<file path="config.mk">
export PLATFORM = sky130hd
export DESIGN_NAME = stsreg_cell
export DESIGN_NICKNAME = d
export VERILOG_FILES = /design/src/rtl/stsreg_pkg.sv /design/src/rtl/stsreg_rstsync.sv /design/src/rtl/stsreg_edge.sv /design/src/rtl/stsreg_latch.sv /design/src/rtl/stsreg_regs.sv /design/src/rtl/stsreg_cell.sv
export SDC_FILE = /design/constraint.sdc
export NUM_CORES = 1
export LEC_CHECK = 0
export ABC_AREA = 1
export BUFFER_PORTS_ARGS = -buffer_cell sky130_fd_sc_hd__buf_2
export CAP_MARGIN = 5
export CORE_ASPECT_RATIO = 1.75
export CORE_MARGIN = 2
export CORE_UTILIZATION = 54
export DETAILED_ROUTE_END_ITERATION = 8
export PLACE_DENSITY_LB_ADDON = 0.1
export SLEW_MARGIN = 10
export SYNTH_ARGS = -nofsm -noshare
export SYNTH_HDL_FRONTEND = slang
export SYNTH_HIERARCHICAL = 1
export SYNTH_SLANG_ARGS = --single-unit
</file>
<file path="constraint.sdc">
create_clock -name clk -period 4 [get_ports clk]
set_clock_uncertainty 0.15 [all_clocks]
set_input_delay 0.8 -clock clk [delete_from_list [all_inputs] [get_ports clk]]
set_output_delay 0.8 -clock clk [all_outputs]
set_load 0.05 [all_outputs]
</file>
<file path="src/rtl/stsreg_pkg.sv">
package stsreg_pkg;

  typedef enum logic [2:0] {
    PART_LIVE  = 3'd0,
    PART_RISE  = 3'd1,
    PART_FALL  = 3'd2,
    PART_LATCH = 3'd3,
    PART_MASK  = 3'd4
  } part_e;

  localparam int unsigned NUM_RW_PARTS = 3;

endpackage

</file>
<file path="src/rtl/stsreg_rstsync.sv">
module stsreg_rstsync #(
  parameter int unsigned STAGES = 2
) (
  input  logic clk,
  input  logic rst_n,
  output logic rst_sync_n
);

  logic [STAGES-1:0] chain_q;
  logic [STAGES-1:0] chain_d;

  always_comb begin
    chain_d = {chain_q[STAGES-2:0], 1'b1};
  end

  always_ff @(posedge clk or negedge rst_n) begin
    if (!rst_n) begin
      chain_q <= '0;
    end else begin
      chain_q <= chain_d;
    end
  end

  assign rst_sync_n = chain_q[STAGES-1];

endmodule

</file>
<file path="src/rtl/stsreg_edge.sv">
module stsreg_edge #(
  parameter int unsigned W = 16
) (
  input  logic         clk,
  input  logic         rst_n,
  input  logic [W-1:0] live_in,
  input  logic [W-1:0] rise_en,
  input  logic [W-1:0] fall_en,
  output logic [W-1:0] live_m,
  output logic [W-1:0] hist_q,
  output logic [W-1:0] rise_hits,
  output logic [W-1:0] fall_hits
);

  localparam logic [W-1:0] VALID = {1'b0, {(W-1){1'b1}}};

  logic [W-1:0] hist_d;

  always_comb begin
    live_m    = live_in & VALID;
    hist_d    = live_m;
    rise_hits = live_m & ~hist_q & rise_en;
    fall_hits = ~live_m & hist_q & fall_en;
  end

  always_ff @(posedge clk or negedge rst_n) begin
    if (!rst_n) begin
      hist_q <= '0;
    end else begin
      hist_q <= hist_d;
    end
  end

endmodule

</file>
<file path="src/rtl/stsreg_latch.sv">
module stsreg_latch #(
  parameter int unsigned W = 16
) (
  input  logic         clk,
  input  logic         rst_n,
  input  logic [W-1:0] set_bits,
  input  logic         clr,
  output logic [W-1:0] evt_q
);

  logic [W-1:0] evt_d;
  logic [W-1:0] keep;

  always_comb begin
    keep  = clr ? '0 : evt_q;
    evt_d = keep | set_bits;
  end

  always_ff @(posedge clk or negedge rst_n) begin
    if (!rst_n) begin
      evt_q <= '0;
    end else begin
      evt_q <= evt_d;
    end
  end

endmodule

</file>
<file path="src/rtl/stsreg_regs.sv">
module stsreg_regs
  import stsreg_pkg::*;
#(
  parameter int unsigned W = 16
) (
  input  logic         clk,
  input  logic         rst_n,
  input  logic [2:0]   part_sel,
  input  logic         wr_en,
  input  logic         rd_en,
  input  logic [W-1:0] wr_data,
  input  logic [W-1:0] live_m,
  input  logic [W-1:0] evt_q,
  output logic [W-1:0] rise_q,
  output logic [W-1:0] fall_q,
  output logic [W-1:0] mask_q,
  output logic         latch_clr,
  output logic [W-1:0] rd_data
);

  localparam logic [W-1:0] VALID = {1'b0, {(W-1){1'b1}}};
  localparam logic [2:0] CODES [NUM_RW_PARTS] = '{3'd1, 3'd2, 3'd4};
  localparam logic [W-1:0] RSTV [NUM_RW_PARTS] = '{VALID, '0, '0};

  logic [W-1:0] part_q [NUM_RW_PARTS];
  logic [W-1:0] wdata_m;
  logic [W-1:0] rd_mux;
  logic [W-1:0] rd_d;

  assign wdata_m = wr_data & VALID;

  for (genvar g = 0; g < NUM_RW_PARTS; g++) begin : g_part
    logic         we;
    logic [W-1:0] d;
    always_comb begin
      we = wr_en && (part_sel == CODES[g]);
      d  = wdata_m;
    end
    always_ff @(posedge clk or negedge rst_n) begin
      if (!rst_n) begin
        part_q[g] <= RSTV[g];
      end else if (we) begin
        part_q[g] <= d;
      end
    end
  end

  assign rise_q = part_q[0];
  assign fall_q = part_q[1];
  assign mask_q = part_q[2];

  always_comb begin
    case (part_sel)
      PART_LIVE:  rd_mux = live_m;
      PART_RISE:  rd_mux = rise_q;
      PART_FALL:  rd_mux = fall_q;
      PART_LATCH: rd_mux = evt_q;
      PART_MASK:  rd_mux = mask_q;
      default:    rd_mux = '0;
    endcase
    latch_clr = rd_en && (part_sel == PART_LATCH);
    rd_d      = rd_mux;
  end

  always_ff @(posedge clk or negedge rst_n) begin
    if (!rst_n) begin
      rd_data <= '0;
    end else if (rd_en) begin
      rd_data <= rd_d;
    end
  end

endmodule

</file>
<file path="src/rtl/stsreg_cell.sv">
module stsreg_cell
  import stsreg_pkg::*;
#(
  parameter int unsigned W = 16,
  parameter int unsigned SYNC_STAGES = 2
) (
  input  logic         clk,
  input  logic         rst_n,
  input  logic [W-1:0] cond_in,
  input  logic [2:0]   part_sel,
  input  logic         wr_en,
  input  logic         rd_en,
  input  logic [W-1:0] wr_data,
  output logic [W-1:0] rd_data,
  output logic         sum_out
);

  logic         rst_q;
  logic [W-1:0] live_m;
  logic [W-1:0] hist_q;
  logic [W-1:0] rise_hits;
  logic [W-1:0] fall_hits;
  logic [W-1:0] rise_q;
  logic [W-1:0] fall_q;
  logic [W-1:0] mask_q;
  logic [W-1:0] evt_q;
  logic         latch_clr;

  stsreg_rstsync #(.STAGES(SYNC_STAGES)) u_rst (
    .clk        (clk),
    .rst_n      (rst_n),
    .rst_sync_n (rst_q)
  );

  stsreg_edge #(.W(W)) u_edge (
    .clk       (clk),
    .rst_n     (rst_q),
    .live_in   (cond_in),
    .rise_en   (rise_q),
    .fall_en   (fall_q),
    .live_m    (live_m),
    .hist_q    (hist_q),
    .rise_hits (rise_hits),
    .fall_hits (fall_hits)
  );

  stsreg_latch #(.W(W)) u_latch (
    .clk      (clk),
    .rst_n    (rst_q),
    .set_bits (rise_hits | fall_hits),
    .clr      (latch_clr),
    .evt_q    (evt_q)
  );

  stsreg_regs #(.W(W)) u_regs (
    .clk       (clk),
    .rst_n     (rst_q),
    .part_sel  (part_sel),
    .wr_en     (wr_en),
    .rd_en     (rd_en),
    .wr_data   (wr_data),
    .live_m    (live_m),
    .evt_q     (evt_q),
    .rise_q    (rise_q),
    .fall_q    (fall_q),
    .mask_q    (mask_q),
    .latch_clr (latch_clr),
    .rd_data   (rd_data)
  );

  assign sum_out = |(evt_q & mask_q);

endmodule

</file>
==> impl_results.md, run 1 <==
- Drt first pass iters: 5
- Leak: 2.71 nW
- GR Overflow Total: 0
- Final hold violations: 0
- N_diodes: 0
- Die Wd: 74.2 um
- Slew Limit Fails: 0
- Port bufs: 53
- WP data arrival: 2.51 ns
- Most frequent CP cell: nand2_1
- # hold bufs at CTS: 0
- Rows: 44
- Fin crit share: 0.596
- Die Y: 127 um
- Commonest non-fill, non-tap cells in the layout: nand2_1, dfrtp_1, nand3_1
- Total power: 2.52 mW
- GR peak layer: met2
- Clock tree sinks: 94
- Met1 Track Usage GR: 0.305
- Die ar.: 0.00942 mm2
- Final Instance Area: 0.00512 mm2
- Postcts setup bufs: 0
- Max Root-Sink Buffers: 2
- Post_cts resized: 0
- DP HPWL: 7020 um
- Largest net degree at the start of global routing: 74
- Status: finished clean
- Placed cell area: 0.00485 mm2
- Cell count after placement: 733
- MaxCap Viol Count: 0
- CTS Root Cell: clkbuf_16
- Worst hold-check path type: in2async
- Syn avg cell area: 7.78 um2
- Via density: 5.12
- Global-route wire length before repair: 17700 um
- WP data required: 4.13 ns
- Fmax: 419 MHz
- WL/cell: 14.4 um
- R2r setup slk: 2.48 ns
- Worst-path cell chain: buf_2 > inv_6 > nor2_4 > nand2_1 > nor2_1 > nor2_1 > nand2_1 > nand2_1 > nand2_1
- Layout cells sized above 1: 0.185
- Max incr delay on CP: 0.41 ns
- Least-Margin Pin Slew: 0.929 ns
- Worst skew pair latency: 0.34 ns
- CP Max Fanout: 19
- Initial DRC Count: 341
- Met3 usage: 0.0461
- DRC Markers: 0
- Layout Nets: 668
- R2R Path Start: u_rst/chain_q[1]
- Antenna-violating nets left: 0
- Crit path time final: 2.38 ns
- GR Util met2: 0.415
- GRT Overall Usage: 0.247
- Slew HR: 0.381
- Hold Slack: 0.0805 ns
- I/O pin count: 56
- R2R depth: 1
- Number of global-route vias before repair: 3793
- Final setup violation count: 0
- TritonCTS clock tree: built
- Reg-to-Reg End: u_regs/rise_q[14]
- CP Class: in2reg
- RSZ-0062 raised after global routing: no
- Fill cells: 797
- Startpoint class of the critical path: primary input
- Initial Util: 0.557
- Crit-path slowest cell: buf_2
- Synth warn: 6
- Initial antenna violation count: 0
- Power Density: 493 mW/mm2
- Total negative setup slack: 0 ns
- Core area: 0.00837 mm2
- Final WL: 10800 um
- CTS H-Tree Depth: 3
- Mapped Cells: 599
- RePlAce Congestion: 0.824
- Worst ir drop on vdd: 0.000342 V
- Area Overhead vs Synth: 9.80%
- Worst-path clk slew: 0.06 ns
- Layout Cells excl Fill: 749
- Commonest non-fill, non-tap cell in the layout: nand2_1
- Post-Syn Area: 0.00466 mm2
- Worst setup EP type: register
- Via Count: 3837
- CTS buffer count: 9
## layer usage
| metal | vias up | share of wire |
|---|---|---|
| li1 | 1910 | - |
| met1 | 1804 | 0.43 |
| met2 | 109 | 0.51 |
| met3 | 14 | 0.039 |
| met4 | 0 | 0.016 |
| met5 | - | 0 |
## report_power, final
group          switching, mW  internal [mW]  total, mW
Sequential             0.131           1.13       1.26
Clock                  0.345          0.438      0.782
Combinational          0.313          0.164      0.476
## layout make-up
cell class / instances / area (um2) / area share
sequential: 94 / 2370 / 0.464
multi-input combinational: 409 / 1800 / 0.351
timing repair buffer: 61 / 325 / 0.0636
clock buffer: 13 / 250 / 0.0489
inverter: 54 / 208 / 0.0406
tap: 115 / 144 / 0.0281
clock inverter: 3 / 20.0 / 0.00391
## through the flow
stage / setup slack [ns] / utilization
floorplan: 1.06 / -
global placement: 1.35 / 0.579
detailed placement: 1.36 / 0.579
CTS: 1.68 / 0.612
global route: 1.53 / 0.612
finish: 1.62 / 0.612
## state kept, by name (all words and copies together) (netlist names)
register,cells
u_regs/mask_q,15
u_regs/rise_q,15
u_edge/hist_q,15
u_regs/fall_q,15
u_rst/chain_q,2
u_regs/rd_data,16
u_latch/evt_q,16
## critical path: cells and delay by family
family,cells,cell delay (ns)
buffers and inverters,2,0.60
AND/OR/NAND/NOR,7,1.10
## how the worst max path moves through the flow
stage / to / from / slack [ns]
3_3_place_gp: u_regs/rd_data[7] / part_sel[0] / 1.35
2_1_floorplan: u_edge/hist_q[0] / u_rst/chain_q[1] / 1.06
4_1_cts: sum_out / u_latch/evt_q[5] / 1.68
6_report: u_regs/rd_data[6] / part_sel[0] / 1.62
5_1_grt: u_regs/mask_q[0] / part_sel[0] / 1.53
3_5_place_dp: u_regs/rd_data[7] / part_sel[0] / 1.36
Power figures use the tool's default switching activity.
==> run 2, diff against run 1 <==
Settings changed: ABC_AREA 1 to 0.
Clock period 4 ns to 2.5 ns, I/O delays scaled along.
==> run 2 against run 1 <==
  * Critical path depth is 5 lower
  * Wire length fell by 5.9%
  * Non-clock buffer count rose by 13
  * Worst setup slack got worse by 1.4 ns
  * Total power up 68%
  * Worst hold slack better by 0.072 ns
  * Sequential cell count stayed put
==> impl_results.md, run 2 <==
- Status: finished clean
- RSZ-0062 raised after global routing: no
- Initial antenna violation count: 0
- Max Root-Sink Buffers: 2
- CTS buffer count: 9
- Total negative setup slack: 0 ns
- Largest net degree at the start of global routing: 47
- Top Registers: u_latch/evt_q (16), u_regs/rd_data (16)
- Die ar.: 0.00940 mm2
- Leak: 2.42 nW
- Worst setup EP type: output port
- Least-Margin Pin Slew: 0.931 ns
- GR Overflow Total: 0
- WP data required: 1.85 ns
- CP Max Fanout: 3
- Worst ir drop on vdd: 0.000480 V
- CTS H-Tree Depth: 3
- Final setup violation count: 0
- Power Density: 799 mW/mm2
- RePlAce Congestion: 0.799
- Slew Limit Fails: 0
- Slew HR: 0.376
- Switching power: 1.15 mW
- Commonest non-fill, non-tap cell in the layout: dfrtp_1
- Synth warn: 6
- Via density: 5.79
- Rows: 44
- N_diodes: 0
- Startpoint class of the critical path: register
- Mapped Cells: 374
- WL/cell: 18.9 um
- Worst skew pair latency: 0.34 ns
- Global-route wire length before repair: 16800 um
- Commonest non-fill, non-tap cells in the layout: dfrtp_1, buf_2, mux2_2
- I/O pin count: 56
- CP Class: reg2out
- Internal power: 3.08 mW
- Fill cells: 660
- Crit path time final: 2.26 ns
- Area Overhead vs Synth: 13.9%
- Via Count: 3116
- Crit-path slowest cell: dfrtp_1
- Sw Ratio: 0.273
- Initial DRC Count: 202
- Port bufs: 53
- DP HPWL: 7040 um
- Drt first pass iters: 4
- Comb pwr share: 0.195
- Worst hold-check path type: in2reg
- Final hold violations: 0
- Fin crit share: 0.903
- TritonCTS clock tree: built
- Final WL: 10200 um
- WP data arrival: 1.61 ns
- Layout cells sized above 1: 0.454
- Worst-path cell chain: a22o_1 > a221oi_2 > nand4_1 > buf_2
- Antenna-violating nets left: 0
- Clk pwr share: 0.322
- Max incr delay on CP: 0.40 ns
- Fmax: 443 MHz
- Number of global-route vias before repair: 3238
- Syn avg cell area: 12.4 um2
- Initial Util: 0.559
- CTS Root Cell: clkbuf_16
- Postcts setup bufs: 0
- Clock tree sinks: 94
- GRT Overall Usage: 0.239
- DRC Markers: 0
- Core area: 0.00831 mm2
- Die Y: 127 um
- Layout Nets: 457
- Hold Slack: 0.152 ns
- MaxCap Viol Count: 0
- Post-Syn Area: 0.00465 mm2
- Die Wd: 74.2 um
- Seq pwr share: 0.483
- Worst-path clk slew: 0.06 ns
[run 2: metrics by stage]
| step | cells | util | cell area (um2) | setup slack (ns) | total power, mW |
|---|---|---|---|---|---|
| final | 538 | 0.637 | 5300 | 0.242 | 4.23 |
| after detailed placement | 521 | 0.599 | 4980 | 0.346 | 2.90 |
| after global routing | 538 | 0.637 | 5300 | 0.203 | 4.44 |
| after floorplan | 376 | - | 4660 | 0.588 | 2.65 |
| after global placement | 521 | 0.599 | 4980 | 0.369 | 2.87 |
| after CTS | 538 | 0.637 | 5300 | 0.247 | 4.28 |
[run 2: power by group through the flow]
stage / sequential [mW] / clock (mW) / combinational (mW)
after floorplan: 2.13 / 0 / 0.521
after global placement: 2.07 / 0 / 0.806
after detailed placement: 2.07 / 0 / 0.825
after CTS: 2.05 / 1.40 / 0.830
after global routing: 2.09 / 1.46 / 0.890
final: 2.05 / 1.36 / 0.824
[run 2: worst paths after layout]
| kind | from | to | slack, ns | cells past startpoint |
|---|---|---|---|---|
| max in group asynchronous | u_rst/chain_q[1] | u_regs/rise_q[0] | 1.28 | 1 |
| setup reg to reg | u_latch/evt_q[4] | u_regs/rd_data[4] | 1.15 | 3 |
| hold reg to reg | u_rst/chain_q[1] | u_regs/fall_q[13] | 0.19 | 0 |
| min in group asynchronous | u_rst/chain_q[1] | u_regs/fall_q[13] | 0.19 | 0 |
| setup / recovery | u_latch/evt_q[5] | sum_out | 0.24 | 4 |
| hold / removal | cond_in[10] | u_edge/hist_q[10] | 0.15 | 1 |
[run 2: final cells by class]
cell class	count	area [um2]	share of cell area
clock buffers	13	260	0.0491
inverters	3	11.3	0.00213
repair buffers	74	425	0.0803
clock inverters	3	42.5	0.00803
multi-input cells	236	2040	0.385
flip-flops and latches	94	2370	0.448
well taps	115	144	0.0272
[run 2: critical path: cells and delay by family (launching register included)]
kind                   cells  cell delay, ns
buffers and inverters      1            0.24
AND/OR/NAND/NOR            1            0.14
AO/OA/AOI/OAI              2            0.49
flip-flops                 1            0.40
[run 2: what timing repair did]
item	in CTS	in global routing
endpoints found under the setup margin	0	0
resized for setup	0	0
hold buffers	1	0
endpoints found under the hold margin	2	0
[run 2: metal layers]
metal / vias up / wire (um) / track usage
met5: - / 0 / 0
met3: 16 / 501 / 0.0357
met2: 94 / 5280 / 0.398
met1: 1580 / 4190 / 0.303
li1: 1426 / - / -
met4: 0 / 210 / 0.102
